## config.mk

```make
export PLATFORM = sky130hd
export DESIGN_NAME = uop_issue_splitter
export DESIGN_NICKNAME = d
export VERILOG_FILES = /design/src/rtl/uop_issue_pkg.sv /design/src/rtl/uop_fuse_classify.sv /design/src/rtl/uop_slot_packer.sv /design/src/rtl/uop_issue_counters.sv /design/src/rtl/uop_issue_splitter.sv
export SDC_FILE = /design/constraint.sdc
export NUM_CORES = 1
export LEC_CHECK = 0
export ABC_AREA = 1
export CAP_MARGIN = 25
export CORE_ASPECT_RATIO = 2
export CORE_UTILIZATION = 40
export CTS_CLUSTER_DIAMETER = 200
export DETAILED_ROUTE_END_ITERATION = 10
export PLACE_DENSITY = 0.67
export SYNTH_ARGS = -nofsm -noshare
export SYNTH_HDL_FRONTEND = slang
export SYNTH_SLANG_ARGS = --single-unit
```

## constraint.sdc

```tcl
create_clock -name clk -period 7.2 [get_ports clk]
set_input_delay 0.72 -clock clk [delete_from_list [all_inputs] [get_ports clk]]
set_output_delay 0.72 -clock clk [all_outputs]
set_load 0.1 [all_outputs]
```

## src/rtl/uop_issue_pkg.sv

```systemverilog
package uop_issue_pkg;

  typedef enum logic [1:0] {
    SLOT_PLAIN = 2'd0,
    SLOT_FUSED = 2'd1,
    SLOT_HEAD  = 2'd2,
    SLOT_TAIL  = 2'd3
  } slot_kind_e;

  typedef enum logic [1:0] {
    CLS_PLAIN = 2'd0,
    CLS_FUSED = 2'd1,
    CLS_SPLIT = 2'd2
  } uop_class_e;

  function automatic int unsigned unfused_weight(input slot_kind_e k);
    return (k == SLOT_FUSED) ? 2 : 1;
  endfunction

endpackage

```

## src/rtl/uop_fuse_classify.sv

```systemverilog
module uop_fuse_classify
  import uop_issue_pkg::*;
#(
  parameter int OPS_W = 2
) (
  input  logic             three_in_mode,
  input  logic             is_load,
  input  logic             is_store,
  input  logic             indexed,
  input  logic             rip_rel,
  input  logic             has_imm,
  input  logic             dst_rmw,
  input  logic [OPS_W-1:0] n_ops,
  output uop_class_e       cls
);

  localparam logic [OPS_W-1:0] TWO_OPS = OPS_W'(2);

  logic touches_mem;
  logic never_fused;
  logic keep_fused_wide;

  assign touches_mem     = is_load | is_store;
  assign never_fused     = rip_rel & has_imm;
  assign keep_fused_wide = is_store | ((n_ops == TWO_OPS) & dst_rmw);

  always_comb begin
    if (!touches_mem || never_fused) begin
      cls = CLS_PLAIN;
    end else if (!indexed) begin
      cls = CLS_FUSED;
    end else if (!three_in_mode) begin
      cls = CLS_SPLIT;
    end else if (keep_fused_wide) begin
      cls = CLS_FUSED;
    end else begin
      cls = CLS_SPLIT;
    end
  end

endmodule

```

## src/rtl/uop_slot_packer.sv

```systemverilog
module uop_slot_packer
  import uop_issue_pkg::*;
#(
  parameter int LANES = 4,
  parameter int SLOTS = 4,
  parameter int TAG_W = 8
) (
  input  logic                   enable,
  input  logic                   carry_vld,
  input  logic [TAG_W-1:0]       carry_tag,
  input  logic [LANES-1:0]       lane_vld,
  input  uop_class_e             lane_cls [LANES],
  input  logic [LANES*TAG_W-1:0] lane_tag,
  output logic [LANES-1:0]       take,
  output logic [SLOTS-1:0]       slot_vld,
  output slot_kind_e             slot_kind [SLOTS],
  output logic [TAG_W-1:0]       slot_tag [SLOTS],
  output logic                   nxt_carry_vld,
  output logic [TAG_W-1:0]       nxt_carry_tag
);

  localparam int SIW = (SLOTS > 1) ? $clog2(SLOTS) : 1;

  int   used;
  logic open;
  logic [TAG_W-1:0] t;

  always_comb begin
    slot_vld      = '0;
    take          = '0;
    nxt_carry_vld = 1'b0;
    nxt_carry_tag = '0;
    t             = '0;
    for (int s = 0; s < SLOTS; s++) begin
      slot_kind[s] = SLOT_PLAIN;
      slot_tag[s]  = '0;
    end
    used = 0;
    open = enable;

    if (enable && carry_vld) begin
      slot_vld[0]  = 1'b1;
      slot_kind[0] = SLOT_TAIL;
      slot_tag[0]  = carry_tag;
      used         = 1;
    end

    for (int l = 0; l < LANES; l++) begin
      t = lane_tag[l*TAG_W +: TAG_W];
      if (open && lane_vld[l]) begin
        if (lane_cls[l] == CLS_SPLIT) begin
          if (used + 2 <= SLOTS) begin
            slot_vld[used[SIW-1:0]]        = 1'b1;
            slot_kind[used[SIW-1:0]]       = SLOT_HEAD;
            slot_tag[used[SIW-1:0]]        = t;
            slot_vld[(used + 1)]           = 1'b1;
            slot_kind[(used + 1)]          = SLOT_TAIL;
            slot_tag[(used + 1)]           = t;
            used                           = used + 2;
            take[l]                        = 1'b1;
          end else if (used < SLOTS) begin
            slot_vld[used[SIW-1:0]]  = 1'b1;
            slot_kind[used[SIW-1:0]] = SLOT_HEAD;
            slot_tag[used[SIW-1:0]]  = t;
            nxt_carry_vld            = 1'b1;
            nxt_carry_tag            = t;
            used                     = used + 1;
            take[l]                  = 1'b1;
          end else begin
            open = 1'b0;
          end
        end else if (used < SLOTS) begin
          slot_vld[used[SIW-1:0]]  = 1'b1;
          slot_kind[used[SIW-1:0]] = (lane_cls[l] == CLS_FUSED) ? SLOT_FUSED : SLOT_PLAIN;
          slot_tag[used[SIW-1:0]]  = t;
          used                     = used + 1;
          take[l]                  = 1'b1;
        end else begin
          open = 1'b0;
        end
      end else begin
        open = 1'b0;
      end
    end
  end

  always_comb begin
    assert (!(nxt_carry_vld && !slot_vld[SLOTS-1]))
      else $error("AST_CARRY_ONLY_WHEN_FULL");
  end

endmodule

```

## src/rtl/uop_issue_counters.sv

```systemverilog
module uop_issue_counters
  import uop_issue_pkg::*;
#(
  parameter int SLOTS = 4,
  parameter int CNT_W = 32
) (
  input  logic             clk,
  input  logic             rst_n,
  input  logic             fire,
  input  logic [SLOTS-1:0] slot_vld,
  input  slot_kind_e       slot_kind [SLOTS],
  output logic [CNT_W-1:0] cnt_fused,
  output logic [CNT_W-1:0] cnt_unfused,
  output logic [CNT_W-1:0] cnt_unlam
);

  int unsigned add_f;
  int unsigned add_u;
  int unsigned add_l;

  always_comb begin
    add_f = 0;
    add_u = 0;
    add_l = 0;
    for (int s = 0; s < SLOTS; s++) begin
      if (slot_vld[s]) begin
        add_f = add_f + 1;
        add_u = add_u + unfused_weight(slot_kind[s]);
        if (slot_kind[s] == SLOT_HEAD) add_l = add_l + 1;
      end
    end
  end

  always_ff @(posedge clk) begin
    if (!rst_n) begin
      cnt_fused   <= '0;
      cnt_unfused <= '0;
      cnt_unlam   <= '0;
    end else if (fire) begin
      cnt_fused   <= cnt_fused + CNT_W'(add_f);
      cnt_unfused <= cnt_unfused + CNT_W'(add_u);
      cnt_unlam   <= cnt_unlam + CNT_W'(add_l);
    end
  end

  AST_FUSED_MOVES: assert property (@(posedge clk) disable iff (!rst_n)
    (fire && |slot_vld) |=> (cnt_fused != $past(cnt_fused))) else $error("AST_FUSED_MOVES");

  AST_IDLE_HOLDS: assert property (@(posedge clk) disable iff (!rst_n)
    !fire |=> ($stable(cnt_fused) && $stable(cnt_unfused) && $stable(cnt_unlam)))
    else $error("AST_IDLE_HOLDS");

endmodule

```

## src/rtl/uop_issue_splitter.sv

```systemverilog
module uop_issue_splitter
  import uop_issue_pkg::*;
#(
  parameter int LANES = 4,
  parameter int SLOTS = 4,
  parameter int TAG_W = 8,
  parameter int OPS_W = 2,
  parameter int CNT_W = 32
) (
  input  logic                   clk,
  input  logic                   rst_n,
  input  logic                   mode_three_in,
  input  logic [LANES-1:0]       in_valid,
  output logic [LANES-1:0]       in_ready,
  input  logic [LANES-1:0]       in_load,
  input  logic [LANES-1:0]       in_store,
  input  logic [LANES-1:0]       in_idx,
  input  logic [LANES-1:0]       in_rip,
  input  logic [LANES-1:0]       in_imm,
  input  logic [LANES-1:0]       in_rmw,
  input  logic [LANES*OPS_W-1:0] in_nops,
  input  logic [LANES*TAG_W-1:0] in_tag,
  output logic [SLOTS-1:0]       out_valid,
  output logic [SLOTS*2-1:0]     out_kind,
  output logic [SLOTS*TAG_W-1:0] out_tag,
  input  logic                   out_ready,
  output logic [CNT_W-1:0]       cnt_fused,
  output logic [CNT_W-1:0]       cnt_unfused,
  output logic [CNT_W-1:0]       cnt_unlam
);

  uop_class_e       lane_cls [LANES];
  logic [LANES-1:0] take;
  logic [SLOTS-1:0] nxt_vld;
  slot_kind_e       nxt_kind [SLOTS];
  logic [TAG_W-1:0] nxt_tag  [SLOTS];
  logic             nxt_carry_vld;
  logic [TAG_W-1:0] nxt_carry_tag;

  logic [SLOTS-1:0] pkt_vld_q;
  slot_kind_e       pkt_kind_q [SLOTS];
  logic [TAG_W-1:0] pkt_tag_q  [SLOTS];
  logic             carry_vld_q;
  logic [TAG_W-1:0] carry_tag_q;

  logic advance;
  logic fire;

  assign fire    = out_ready & (|pkt_vld_q);
  assign advance = out_ready | ~(|pkt_vld_q);

  for (genvar l = 0; l < LANES; l++) begin : g_lane
    uop_fuse_classify #(.OPS_W(OPS_W)) u_cls (
      .three_in_mode (mode_three_in),
      .is_load       (in_load[l]),
      .is_store      (in_store[l]),
      .indexed       (in_idx[l]),
      .rip_rel       (in_rip[l]),
      .has_imm       (in_imm[l]),
      .dst_rmw       (in_rmw[l]),
      .n_ops         (in_nops[l*OPS_W +: OPS_W]),
      .cls           (lane_cls[l])
    );
  end

  uop_slot_packer #(.LANES(LANES), .SLOTS(SLOTS), .TAG_W(TAG_W)) u_pack (
    .enable        (advance),
    .carry_vld     (carry_vld_q),
    .carry_tag     (carry_tag_q),
    .lane_vld      (in_valid),
    .lane_cls      (lane_cls),
    .lane_tag      (in_tag),
    .take          (take),
    .slot_vld      (nxt_vld),
    .slot_kind     (nxt_kind),
    .slot_tag      (nxt_tag),
    .nxt_carry_vld (nxt_carry_vld),
    .nxt_carry_tag (nxt_carry_tag)
  );

  assign in_ready = take;

  always_ff @(posedge clk) begin
    if (!rst_n) begin
      pkt_vld_q   <= '0;
      carry_vld_q <= 1'b0;
      carry_tag_q <= '0;
      for (int s = 0; s < SLOTS; s++) begin
        pkt_kind_q[s] <= SLOT_PLAIN;
        pkt_tag_q[s]  <= '0;
      end
    end else if (advance) begin
      pkt_vld_q   <= nxt_vld;
      carry_vld_q <= nxt_carry_vld;
      carry_tag_q <= nxt_carry_tag;
      for (int s = 0; s < SLOTS; s++) begin
        pkt_kind_q[s] <= nxt_kind[s];
        pkt_tag_q[s]  <= nxt_tag[s];
      end
    end
  end

  for (genvar s = 0; s < SLOTS; s++) begin : g_out
    assign out_kind[s*2 +: 2]        = pkt_kind_q[s];
    assign out_tag[s*TAG_W +: TAG_W] = pkt_tag_q[s];
  end
  assign out_valid = pkt_vld_q;

  uop_issue_counters #(.SLOTS(SLOTS), .CNT_W(CNT_W)) u_cnt (
    .clk         (clk),
    .rst_n       (rst_n),
    .fire        (fire),
    .slot_vld    (pkt_vld_q),
    .slot_kind   (pkt_kind_q),
    .cnt_fused   (cnt_fused),
    .cnt_unfused (cnt_unfused),
    .cnt_unlam   (cnt_unlam)
  );

  AST_READY_WITHIN_VALID: assert property (@(posedge clk) disable iff (!rst_n)
    ((in_ready & ~in_valid) == '0) && (((in_ready + 1'b1) & in_ready) == '0))
    else $error("AST_READY_WITHIN_VALID");

  AST_STALL_BLOCKS_INPUT: assert property (@(posedge clk) disable iff (!rst_n)
    (!out_ready && |out_valid) |-> (in_ready == '0))
    else $error("AST_STALL_BLOCKS_INPUT");

  AST_STALL_HOLD: assert property (@(posedge clk) disable iff (!rst_n)
    (!out_ready && |out_valid) |=> ($stable(out_valid) && $stable(out_kind) && $stable(out_tag)))
    else $error("AST_STALL_HOLD");

  AST_SLOTS_CONTIG: assert property (@(posedge clk) disable iff (!rst_n)
    ((out_valid + 1'b1) & out_valid) == '0)
    else $error("AST_SLOTS_CONTIG");

  AST_TAIL_LEADS: assert property (@(posedge clk) disable iff (!rst_n)
    (fire && out_valid[SLOTS-1] && out_kind[(SLOTS-1)*2 +: 2] == 2'(SLOT_HEAD))
      |=> (out_valid[0] && out_kind[1:0] == 2'(SLOT_TAIL)
           && out_tag[TAG_W-1:0] == $past(out_tag[(SLOTS-1)*TAG_W +: TAG_W])))
    else $error("AST_TAIL_LEADS");

  for (genvar s = 0; s < SLOTS - 1; s++) begin : g_pair
    AST_HEAD_PAIRED: assert property (@(posedge clk) disable iff (!rst_n)
      (out_valid[s] && out_kind[s*2 +: 2] == 2'(SLOT_HEAD))
        |-> (out_valid[s+1] && out_kind[(s+1)*2 +: 2] == 2'(SLOT_TAIL)
             && out_tag[(s+1)*TAG_W +: TAG_W] == out_tag[s*TAG_W +: TAG_W]))
      else $error("AST_HEAD_PAIRED");
  end

endmodule

```

---- Yosys cells after proc, flatten, opt, wreduce, memory -nomap -nowiden ----
Memories as Yosys holds them, arrays and structs flattened.
Index checks and enable logic that the tools add are counted.
storage, ports and cells
  register bits after elaboration ......... 117
  bits in writable memories ............... 32
  output and inout bits ................... 144
  memories ................................ 1
  word-level logic and storage cells ...... 411
memory list
  memory     words  width  rd ports  clocked after Yosys merged registers in  write ports  line                      RTL
  pkt_tag_q  4      8      4         0                                        4            uop_issue_splitter.sv:42  logic [TAG_W-1:0] pkt_tag_q [SLOTS];
operators by class
  muxes and demuxes ....................... 235
  equality and inequality tests ........... 20
  bitwise gates (word level) .............. 55
  reductions and logical operators ........ 30
  add/sub/neg operators ................... 20
  order comparisons ....................... 40
operator list
  kind                                                                                   number
  32-bit 2-to-1 mux                                                                      42
  8-bit 2-to-1 mux                                                                       49
  32-bit bitwise mux                                                                     8
  32-bit by 4-bit < comparator with 1-bit output (second input constant)                 7
  32-bit adder                                                                           6
  32-bit by 1-bit adder with 32-bit output (second input constant)                       5
  8-bit demux with 2-bit select                                                          8
  32-bit by 1-bit greater-or-equal comparator with 1-bit output (second input constant)  4
  32-bit by 3-bit greater-or-equal comparator with 1-bit output (second input constant)  4
  32-bit by 4-bit less-or-equal comparator with 1-bit output (second input constant)     4
  32-bit by 1-bit < comparator with 1-bit output (second input constant)                 4
  32-bit inverter                                                                        4
  32-bit by 2-bit adder with 32-bit output (second input constant)                       3
  32-bit by 3-bit adder with 32-bit output (second input constant)                       3
  4-bit 2-to-1 mux                                                                       16
  1-bit 2-to-1 mux                                                                       63
  2-bit 2-to-1 mux                                                                       29
  4-bit OR                                                                               11
  8-bit bitwise mux                                                                      4
  2-bit demux with 2-bit select                                                          8
  8-bit OR                                                                               4
  2-bit equality test (second input constant)                                            12
  1-bit logical AND                                                                      21
  4-bit bitwise AND                                                                      4
  20 further kinds                                                                       77

---- Longest topological paths before layout ----
Gate-level depths: netlist (run 1).
  word-level depth ........................ 31
  gate-level depth with buffers ........... 33
  depth with buffers taken out ............ 32

---- Modules after synthesis ----
A second synthesis (run 1) with hierarchy kept.
second synthesis, totals
  cell total of the unflattened synthesis .. 1999
  area total of the unflattened synthesis .. 12473.2 um^2
by module, submodules not included
  module              area each (um^2)  times used  cells an instance  seq. area each (um^2)
  uop_issue_counters  6261.0            1           1010               1921.8
  uop_slot_packer     3623.5            1           747                0.0
  uop_issue_splitter  2348.5            1           202                1381.3
  uop_fuse_classify   60.1              4           10                 0.0

---- Worst setup path after synthesis (run 1) ----
OpenSTA, ideal clock, no wires.
  kind .................................... reg2reg
  from .................................... register pkt_vld_q[1] (netlist: out_valid[1])
  to ...................................... memory pkt_tag_q[1][0] (data pin)
  data required time ...................... 6929 ps
  path slack .............................. 589 ps
  cell stages (with the launch flop) ...... 30
  library setup time ...................... 271 ps
  arrival time ............................ 6339 ps
  buffers on the path ..................... 1
  cells stage by stage .................... dfxtp_1 -> inv_1 -> ha_1 -> nand2_4 -> nand2_8 -> inv_1 -> nor2_1 -> clkbuf_1 -> ha_1 -> inv_1 -> nand3_1 -> nand2_2 -> ha_1 -> inv_1 -> nand2_1 -> a31oi_1 -> inv_1 -> ha_1 -> inv_1 -> ha_1 -> nand3b_1 -> nand3_2 -> inv_2 -> nand2_4 -> nor2_1 -> nand2_1 -> inv_2 -> o21ai_4 -> nand2_1 -> a21oi_1
RTL lines
  element                 line                      RTL
  from (decl)             uop_issue_splitter.sv:40  logic [SLOTS-1:0] pkt_vld_q;
  from (signal assigned)  uop_issue_splitter.sv:93  pkt_vld_q <= nxt_vld;
  to (decl)               uop_issue_splitter.sv:42

==> results of run 1 <==
stage by stage:
stage / cell area [µm²] / instances
floorplan: 10800 / 1594
global placement: 13200 / 2118
detailed placement: 13200 / 2119
CTS: 13800 / 2151
global route: 13800 / 2152
finish: 13800 / 2152
worst paths after layout:
check,start,to,slack (ns),cells after the start
min,carry_tag_q[5],carry_tag_q[5],0.46,2
min reg2reg,carry_tag_q[5],carry_tag_q[5],0.46,2
max reg2reg,out_valid[1],pkt_tag_q[3][4],1.23,29
max,out_valid[1],pkt_tag_q[3][4],1.23,29
report_power, final:
part	switching [mW]	internal, mW
registers	0.0249	0.888
clock network	0.374	0.475
logic	0.589	0.210
cells by family (layout without fill, tap and decap cells):
logic type	after synthesis	in the layout	share of synthesized area [%]
flip-flops	149	149	30.7
buffers and inverters	268	482	9.73
AO/OA/AOI/OAI	337	337	18.4
AND/OR/NAND/NOR	754	754	31.9
XOR/XNOR	31	31	2.53
other	1	1	0.0349
adder cells (fa/ha/maj)	54	54	6.70
critical path: cells and delay by family, from the launching register on:
family,cells,cell delay [ns]
adders and majority gates,5,1.19
and+or+nand+nor,11,1.95
AOI/OAI and AO/OA,4,0.97
buffers and inverters,9,1.18
DFF,1,0.44
cells in the final DEF, fill, tap and decap left out, drive strengths merged, types with 3 or more instances in the layout:
cell type,synthesis,layout
nand2,385,385
inv,223,226
clkdlybuf4s50,0,214
nor2,166,166
o21ai,120,120
dfxtp,117,117
a21oi,108,108
nand3,99,99
nor3,52,52
ha,48,48
o211ai,35,35
edfxtp,32,32
xor2,24,24
nand4,21,21
a31oi,18,18
clkbuf,31,17
o21a,15,15
nor4,14,14
clkinv,3,11
buf,11,10
xnor2,7,7
o22ai,7,7
a221o,6,6
fa,6,6
nor3b,5,5
a31o,4,4
a211oi,4,4
o221ai,4,4
o31ai,4,4
nand3b,4,4
clkinvlp,0,3
sequential cells by signal, summed over array words and instances (netlist names):
register,flops
pkt_tag_q,32
carry_tag_q,8
carry_vld_q,1
u_cnt.cnt_fused,32
out_valid,4
u_cnt.cnt_unlam,32
u_cnt.cnt_unfused,32
out_kind,8
final cells by class:
class | instances | area (µm²)
well taps | 344 | 430
clock inverters | 15 | 133
inverters | 226 | 855
multi-input cells | 1177 | 6400
repair buffers | 224 | 2240
fillers | 2660 | 12600
flip-flops and latches | 149 | 3300
clock buffers | 17 | 425
per-layer routing:
layer	vias to the layer above	part of all wire, %	global-route usage (%)
met5	-	0	0
met4	0	8.7	26.2
met3	152	3.9	3.57
met2	435	54	59.1
met1	5450	33	27.8
li1	5723	-	-
==> out/qor.txt, run 1 <==
======================================================================================
Predominant post-synthesis flop cell                                      sky130_fd_sc_hd__dfxtp_1
Biggest area consumer among synthesized cells                             sky130_fd_sc_hd__dfxtp_1
Library cell contributing the largest single delay on the critical path   sky130_fd_sc_hd__nor2_1
Root cell of the clock tree                                               sky130_fd_sc_hd__clkbuf_16
Largest net degree at the start of global routing                                   53
Worst slew pin tran                                                            1.06 ns
Number of detailed-route iterations in the first pass                                5
Half-perimeter wire length of the detailed placement result                   32800 µm
CP peak stage delay                                                            0.54 ns
Final total power                                                              2.56 mW
Startpoint kind of the worst setup timing path                                register
Worst path arrival time                                                        6.16 ns
Via count                                                                        11800
Most common cell on crit path                                             sky130_fd_sc_hd__inv_1
Pwr dens                                                                    186 nW/µm²
Number of nets in the final layout                                                1921
Number of synthesized flops with an enable pin                                      32
Placement row count                                                                 84
Maxcap violations                                                                    0
Synth top area share                                                             21.8%
Number of primary I/O pins                                                         216
Most common cell in the synthesized netlist                               sky130_fd_sc_hd__nand2_1
Crit path max fanout                                                                11
Run status                                                                   completed
Finished Core Util                                                               52.3%
Mapped Area                                                                  10800 µm²
Type of element capturing the critical path                                   register
First-pass GRT wire length                                                    63300 µm
Detailed-route DRC error count                                                       0
Relative slew slack                                                              29.2%
Fin Clk Skew                                                                 0.0101 ns
Total core area                                                              26400 µm²
Worst slack on hold paths                                                     0.456 ns
Total routing usage reported by global routing                                   30.5%
Post-route ant nets                                                                  0
Worst Slack Setup Final                                                        1.23 ns
Synthesized Nets                                                                  1720
Count of endpoints failing setup in the final report                                 0
Pre-CTS WS                                                                    0.916 ns
Post-CTS setup repair buffer count                                                   0
Yosys reg bits                                                                     149
Number of warnings issued by yosys                                                   0
Vert. Die Dim                                                                   234 µm
Number of cells produced by synthesis                                             1594
Leakage power                                                                  5.75 nW
Final critical-path share of the clock period                                    83.0%
Routed WL per cell                                                             19.3 µm
Final number of max-transition violations                                            0
# resized after CTS                                                                  0
Initial Util                                                                     40.8%
Clock sink total                                                                   149
Final RePlAce weighted congestion                                                 1.00
Asr flop ratio synth                                                                0%
Initial detailed-routing violation count                                           745
Proportion of synthesized chip area in sequential cells                          30.7%
Total Die Area                                                               27600 µm²
Count of input and output buffers                                                  215
Die width                                                                       118 µm
Number of buffers on the longest clock path                                          2
Clock Pin Slew Worst Setup and Hold Paths                                      0.06 ns
Count of antenna diodes in the layout                                                0
Setup repair after global routing missed its margin                                 no
Number of global-route vias before repair                                        11500
Worst supply voltage drop on vdd                                                157 µV
Hold violation total from the final report                                           0
Signed area change from the synthesized netlist to the final layout              28.3%
Top cells by area in the synthesized netlist                              sky130_fd_sc_hd__dfxtp_1, sky130_fd_sc_hd__nand2_1, sky130_fd_sc_hd__edfxtp_1, sky130_fd_sc_hd__inv_1, sky130_fd_sc_hd__ha_1
Fraction of layout instances using a drive strength above 1                      5.64%
Cts bufs inserted                                                                   17
TNS Setup                                                                         0 ns
TritonCTS clock tree                                                              done
Total congestion overflow                                                            0
Initial antenna violation count                                                      0
Maximum achievable frequency                                                 0.167 GHz
Shortest clock period the worst path allows after layout                       5.97 ns
Clock latency on the worst-skew pair                                           0.44 ns
Number of distinct library cells after synthesis                                    65
Htree depth                                                                          4
Vias per inst                                                                     5.46
Critical Path RT                                                               7.39 ns
Class of the worst hold path                                                reg -> reg
Commonest cells post-synth                                                sky130_fd_sc_hd__nand2_1, sky130_fd_sc_hd__inv_1, sky130_fd_sc_hd__nor2_1
Synth Area per Inst                                                           6.75 µm²
DRT Wirelength                                                                41600 µm
Worst Path Class, Setup                                                     reg -> reg
Number of hold-repair buffers added at the cts stage                                 0
======================================================================================
Note: power is estimated with default switching activity, not from simulation.
==> inputs of run 2 (changes only) <==
- PLACE_DENSITY: 0.67 -> 0.69
- clock period: 7.2 -> 5.3 ns (I/O delays scaled with it)
==> run 2 against run 1 <==
Clock power up 34%. Global-route usage fell by 0.84 points. Register-to-register slack worse by 0.84 ns. Design area grew 3.7%. Wire length down 2.2%. Die area stayed put. Clock skew increased by 0.0015 ns. Worst setup slack worse by 0.86 ns. Sequential power rose by 36%. Final cell count up 2.6%. Combinational power increased by 42%. Utilization increased by 1.9 points.
==> out/qor.txt, run 2 (synthesis gave the netlist of run 1 again) <==
======================================================================================
Post-route ant nets                                                                  0   unchanged
Sequence of cells on the critical path                                    inv_1 -> buf_4 -> ha_1 -> nand2_4 -> nand2_8 -> inv_1 -> nor2_1 -> inv_1 -> ha_1 -> nand3b_4 -> inv_2 -> ha_1 -> nand2_1 -> nand2_1 -> nand2_2 -> ha_1 -> nand3_2 -> nand4_1 -> nand3_1 -> nand2_4 -> nor2_4 -> buf_4 -> buf_12
Fin Clk Skew                                                                 0.0116 ns   +0.00148 ns
Initial detailed-routing violation count                                           678   -9.0%
Clock latency on the worst-skew pair                                           0.43 ns   about the same
Pwr dens                                                                    246 nW/µm²   +33%
Relative slew slack                                                              29.9%   +0.68 points
DRT Wirelength                                                                40700 µm   -2.2%
Worst Path Class, Setup                                                     reg -> out
Top library cells by usage in the layout, fill and taps aside             sky130_fd_sc_hd__nand2_1, sky130_fd_sc_hd__inv_1, sky130_fd_sc_hd__clkdlybuf4s50_1, sky130_fd_sc_hd__nor2_1, sky130_fd_sc_hd__dfxtp_1
Most common cell on crit path                                             sky130_fd_sc_hd__ha_1
TritonCTS clock tree                                                              done
Worst slack on hold paths                                                     0.457 ns   +0.000770 ns
Final RePlAce weighted congestion                                                 1.08   +7.6%
Fill cell instance count of the final layout                                      2601   -2.2%
Worst slew pin tran                                                            1.05 ns   -0.0102 ns
Number of global-route vias before repair                                        12000   +4.8%
Fraction of layout instances using a drive strength above 1                      9.60%   +4.0 points
Number of hold-repair buffers added at the cts stage                                 0   unchanged
Pre-CTS WS                                                                   0.0280 ns   -0.887 ns
Total Die Area                                                               27600 µm²   unchanged
Endpoint, Worst Hold                                                      carry_tag_q[3]
Routed WL per cell                                                             18.4 µm   -4.7%
Vert. Die Dim                                                                   234 µm   unchanged
Total core area                                                              26400 µm²   unchanged
Final critical-path share of the clock period                                    93.0%
Root cell of the clock tree                                               sky130_fd_sc_hd__clkbuf_16
Cts bufs inserted                                                                   17   unchanged
Number of nets in the final layout                                                1978   +3.0%
FF-to-FF path depth                                                                 27   -6.9%
Placement row count                                                                 84   unchanged
Hold path start                                                           carry_tag_q[3]
Largest net degree at the start of global routing                                   52   -1.9%
Worst reg2reg path startpoint                                              out_kind[1]
Clock Pin Slew Worst Setup and Hold Paths                                      0.07 ns   about the same
Number of primary I/O pins                                                         216   unchanged
Library cell contributing the largest single delay on the critical path   sky130_fd_sc_hd__dfxtp_4
Htree depth                                                                          4   unchanged
Run status                                                                   completed
Worst R2R Setup Slack                                                          0.39 ns   -0.84 ns
Total congestion overflow                                                            0   unchanged
Final number of max-transition violations                                            0   unchanged
Signed area change from the synthesized netlist to the final layout              33.0%
Half-perimeter wire length of the detailed placement result                   33300 µm   +1.6%
CP peak stage delay                                                            0.35 ns   -0.19 ns
Worst Slack Setup Final                                                       0.371 ns   -0.857 ns
Maxcap violations                                                                    0   unchanged
Initial Util                                                                     40.8%   unchanged
Number of detailed-route iterations in the first pass                                5   unchanged
Number of buffers on the longest clock path                                          2   unchanged
Maximum achievable frequency                                                 0.203 GHz
Crit path max fanout                                                                11   unchanged
Initial antenna violation count                                                      0   unchanged
Die width                                                                       118 µm   unchanged
Vias per inst                                                                     5.48   +0.19%
Reg-to-reg critical path endpoint                                         u_cnt.cnt_unfused[24]
Count of buffering cells on the critical path with inverters included                7   -2
Worst supply voltage drop on vdd                                                190 µV   +21%
Count of input and output buffers                                                  215   unchanged
Leakage power                                                                  6.02 nW   +4.7%
Count of antenna diodes in the layout                                                0   unchanged
Total routing usage reported by global routing                                   29.6%   -0.84 points
Critical Path RT                                                               4.77 ns   -2.62 ns
Detailed-route DRC error count                                                       0   unchanged
CP delay by family, top                                                   simple AND/OR/NAND/NOR gates
Clock sink total                                                                   149   unchanged
Hold violation total from the final report                                           0   unchanged
Cell count of the worst hold path                                                    2   unchanged
Most frequent standard cell in the layout excluding fill and tap cells    sky130_fd_sc_hd__nand2_1
Worst path arrival time                                                        4.40 ns   -1.76 ns
First-pass GRT wire length                                                    62700 µm   -0.82%
Shortest clock period the worst path allows after layout                       4.93 ns
Class of the worst hold path                                                reg -> reg
Startpoint kind of the worst setup timing path                                register
Via count                                                                        12100   +2.8%
Type of element capturing the critical path                               primary output
Count of endpoints failing setup in the final report                                 0   unchanged
======================================================================================
[run 2: per-layer routing]
metal	vias to the layer above	part of all wire, %	track usage, %
met4	0	8.9	25.4
met1	5603	32	26.0
li1	5842	-	-
met2	480	55	58.6
met5	-	0	0
met3	170	4.1	3.75
[run 2: where the power goes]
| group | internal (mW) | total (mW) | switching [mW] |
|---|---|---|---|
| sequential | 1.21 | 1.24 | 0.0331 |
| combinational | 0.327 | 1.13 | 0.807 |
| clock | 0.651 | 1.14 | 0.494 |
| total | 2.19 | 3.52 | 1.33 |
[run 2: how the worst max path moves through the flow]
| stage | start | endpoint | cells after the start |
|---|---|---|---|
| 2_1_floorplan | out_kind[2] | u_cnt.cnt_unfused[28] | 27 |
| 3_3_place_gp | out_kind[1] | u_cnt.cnt_unfused[29] | 27 |
| 3_5_place_dp | out_kind[1] | u_cnt.cnt_unfused[29] | 27 |
| 4_1_cts | out_kind[1] | u_cnt.cnt_unfused[19] | 26 |
| 5_1_grt | out_kind[1] | u_cnt.cnt_unfused[24] | 28 |
| 6_report | out_valid[0] | in_ready[3] | 23 |
[run 2: layout make-up]
class                   instances  area (µm²)  share of cell area, %
repair buffers                281        2670                   18.6
inverters                     226         855                   5.97
clock buffers                  18         439                   3.07
flip-flops and latches        149        3320                   23.2
multi-input cells            1177        6480                   45.3
well taps                     344         430                   3.01
clock inverters                14         111                  0.779
[run 2: timing repair]
item / in CTS / in global routing
hold endpoints to repair: 0 / 0
buffers inserted: 0 / 2
setup endpoints to repair: 2 / 17
pin swaps: 0 / 3
cloned: 0 / 0
resized for setup: 1 / 17
[run 2: tightest hold or removal path, stage by stage, from the launching register on]
cell	delay, ns
sky130_fd_sc_hd__dfxtp_1	0.31
sky130_fd_sc_hd__nand2_1	0.06
sky130_fd_sc_hd__nand2_1	0.05
[run 2: stage by stage]
stage	cell area [µm²]	instances	util [%]	total power, mW	setup TNS (ns)
6_report	14300	2209	54.2	3.52	0
4_1_cts	14200	2207	53.9	3.53	0
3_3_place_gp	13700	2175	51.8	2.38	0
3_5_place_dp	13700	2175	51.8	2.39	0
5_1_grt	14300	2209	54.2	3.65	-0.0569
2_1_floorplan	10800	1594	-	2.00	0
==> inputs of run 3 (changes only) <==
- CORE_MARGIN: default -> 2
==> run 3 against run 2 <==
Final cell count decreased by 0.72%. Die area grew 2.6%. Non-clock buffer count is 16 lower. Wire length increased by 0.36%. Clock-buffer cell count increased by 5. Register-to-register slack worse by 0.03 ns. First-iteration DRC count grew 37%. Worst setup slack worse by 0.0091 ns. Sequential power barely moved. Design area decreased by 0.81%. Critical path type is now reg -> reg. Largest cell class unchanged. Largest power group unchanged.
==> out/qor.txt, run 3 (synthesis gave the netlist of run 1 again) <==
=====================================================================================
Finished Core Util                                                              53.8%   -0.44 points
Total congestion overflow                                                           0   unchanged
Maxcap violations                                                                   0   unchanged
Signed area change from the synthesized netlist to the final layout             31.9%
Largest net degree at the start of global routing                                  54   +3.8%
Pwr dens                                                                   251 nW/µm²   +1.9%
Number of buffers on the longest clock path                                         2   unchanged
FF-to-FF path depth                                                                25   -7.4%
First-pass GRT wire length                                                   62500 µm   -0.36%
CP Capture Point                                                         u_cnt.cnt_unfused[24]
Count of endpoints failing setup in the final report                                0   unchanged
Most frequent standard cell in the layout excluding fill and tap cells   sky130_fd_sc_hd__nand2_1
Top library cells by usage in the layout, fill and taps aside            sky130_fd_sc_hd__nand2_1, sky130_fd_sc_hd__inv_1, sky130_fd_sc_hd__clkdlybuf4s50_1, sky130_fd_sc_hd__nor2_1, sky130_fd_sc_hd__dfxtp_1
Count of input and output buffers                                                 215   unchanged
Startpoint kind of the worst setup timing path                               register
Routed WL per cell                                                            18.6 µm   +1.1%
Maximum achievable frequency                                                0.203 GHz   -0.18%
Clock Pin Slew Worst Setup and Hold Paths                                     0.06 ns   about the same
Final critical-path share of the clock period                                   93.2%   +0.17 points
Fraction of layout instances using a drive strength above 1                     8.76%   -0.84 points
Hold violation total from the final report                                          0   unchanged
Cts bufs inserted                                                                  17   unchanged
Run status                                                                  completed
Leakage power                                                                 5.96 nW   -1.0%
Vias per inst                                                                    5.50   +0.43%
Clock latency on the worst-skew pair                                          0.44 ns   about the same
Initial antenna violation count                                                     0   unchanged
Number of primary I/O pins                                                        216   unchanged
Worst reg2reg path startpoint                                            out_valid[0]
Placement row count                                                                84   unchanged
Reg-to-reg critical path endpoint                                        u_cnt.cnt_unfused[24]
Total Die Area                                                              28300 µm²   +2.6%
Worst Path Class, Setup                                                    reg -> reg
Area used by multi-input combinational logic                                 6470 µm²   about the same
Detailed-route DRC error count                                                      0   unchanged
Clock sink total                                                                  149   unchanged
Via count                                                                       12100   -0.30%
Shortest clock period the worst path allows after layout                      4.94 ns   +0.00908 ns
Class of the worst hold path                                               reg -> reg
Root cell of the clock tree                                              sky130_fd_sc_hd__clkbuf_16
Total core area                                                             26400 µm²   unchanged
Critical Path RT                                                              5.63 ns   +0.86 ns
DRT Wirelength                                                               40800 µm   +0.36%
Sequential standard cell area                                                3320 µm²   unchanged
TritonCTS clock tree                                                             done
Final number of max-transition violations                                           0   unchanged
Final RePlAce weighted congestion                                                1.06   -1.3%
Crit path max fanout                                                                4   -7
Worst R2R Setup Slack                                                         0.36 ns   -0.03 ns
Half-perimeter wire length of the detailed placement result                  32200 µm   -3.3%
Final total power                                                             3.56 mW   +1.0%
Source of the critical timing path                                       out_valid[0]
Count of antenna diodes in the layout                                               0   unchanged
Worst slew pin tran                                                           1.04 ns   -0.00880 ns
Worst path arrival time                                                       5.27 ns   +0.87 ns
Post-route ant nets                                                                 0   unchanged
Setup repair after global routing missed its margin                                no
Fin Clk Skew                                                               0.00836 ns   -0.00326 ns
Number of detailed-route iterations in the first pass                               6   +1
Die width                                                                      120 µm   +1.7%
Initial Util                                                                    40.8%   unchanged
Worst supply voltage drop on vdd                                               204 µV   +7.1%
Total routing usage reported by global routing                                  28.6%   -1.0 points
Relative slew slack                                                             30.5%   +0.59 points
Number of global-route vias before repair                                       11700   -2.7%
Number of nets in the final layout                                               1962   -0.81%
Vert. Die Dim                                                                  236 µm   +0.86%
Initial detailed-routing violation count                                          926   +37%
Number of hold-repair buffers added at the cts stage                                0   unchanged
Type of element capturing the critical path                                  register
Htree depth                                                                         4   unchanged
Fill cell instance count of the final layout                                     2574   -1.0%
=====================================================================================
==> run 3: worst max-delay path, cell delays in order, from the launching register on <==
cell and delay (ns):
sky130_fd_sc_hd__dfxtp_4 0.35, sky130_fd_sc_hd__inv_1 0.12, sky130_fd_sc_hd__a21oi_2 0.06, sky130_fd_sc_hd__ha_1 0.20, sky130_fd_sc_hd__fa_1 0.51, sky130_fd_sc_hd__o21ai_2 0.07, sky130_fd_sc_hd__fa_1 0.50, sky130_fd_sc_hd__nand2_1 0.05
sky130_fd_sc_hd__o21ai_1 0.16, sky130_fd_sc_hd__fa_2 0.47, sky130_fd_sc_hd__o21ai_0 0.33, sky130_fd_sc_hd__fa_1 0.29, sky130_fd_sc_hd__nand3_1 0.09, sky130_fd_sc_hd__nand2_1 0.11, sky130_fd_sc_hd__a21oi_1 0.09, sky130_fd_sc_hd__nor2_1 0.09
sky130_fd_sc_hd__nand2_1 0.08, sky130_fd_sc_hd__inv_1 0.09, sky130_fd_sc_hd__nand4_1 0.11, sky130_fd_sc_hd__nor4_2 0.28, sky130_fd_sc_hd__nand3_1 0.19, sky130_fd_sc_hd__nor2_2 0.14, sky130_fd_sc_hd__nand2_1 0.11, sky130_fd_sc_hd__nor2_4 0.13
sky130_fd_sc_hd__a21oi_1 0.07, sky130_fd_sc_hd__o21a_1 0.13
==> run 3: what timing repair did <==
| action | CTS | global route |
|---|---|---|
| setup buffers | 0 | 1 |
| pin swaps | 0 | 2 |
| gates resized for setup | 3 | 14 |
| setup endpoints to repair | 8 | 15 |
==> run 3: metal layers <==
| metal | vias up | track usage, % | wire [µm] |
|---|---|---|---|
| li1 | 5813 | - | - |
| met1 | 5596 | 26.6 | 13500 |
| met2 | 490 | 53.6 | 21600 |
| met3 | 160 | 3.65 | 1890 |
| met4 | 0 | 24.2 | 3840 |
| met5 | - | 0 | 0 |
==> run 3: area by class of cell <==
type / count / share of cell area (%)
sequential: 149 / 23.4
timing repair buffer: 265 / 17.9
inverter: 226 / 6.02
clock inverter: 9 / 0.723
tap: 344 / 3.03
clock buffer: 23 / 3.30
multi-input combinational: 1177 / 45.6
==> run 3: worst min-delay path by stage <==
stage,from,endpoint,slack [ns],cells past startpoint
CTS,carry_tag_q[5],carry_tag_q[5],0.46,2
global placement,carry_tag_q[4],carry_tag_q[4],0.44,2
finish,carry_tag_q[5],carry_tag_q[5],0.46,2
floorplan,carry_tag_q[3],carry_tag_q[3],0.43,2
global route,carry_tag_q[0],carry_tag_q[0],0.47,2
detailed placement,carry_tag_q[5],carry_tag_q[5],0.44,2
==> run 3: power breakdown <==
group / internal [mW] / switching (mW)
Combinational: 0.313 / 0.805
Clock: 0.715 / 0.483
Sequential: 1.21 / 0.0320
Total: 2.23 / 1.32
==> run 3: per-stage QoR <==
stage	instance area [µm²]	cells	setup TNS (ns)	hold WS [ns]	setup WS, ns
6_report	14200	2193	0	0.456	0.362
5_1_grt	14200	2193	0	0.474	0.00921
4_1_cts	14100	2192	0	0.455	0.0113
3_5_place_dp	13500	2160	-0.368	0.441	-0.0985
3_3_place_gp	13500	2160	0	0.439	0.0825
2_1_floorplan	10800	1594	0	0.426	0.0148
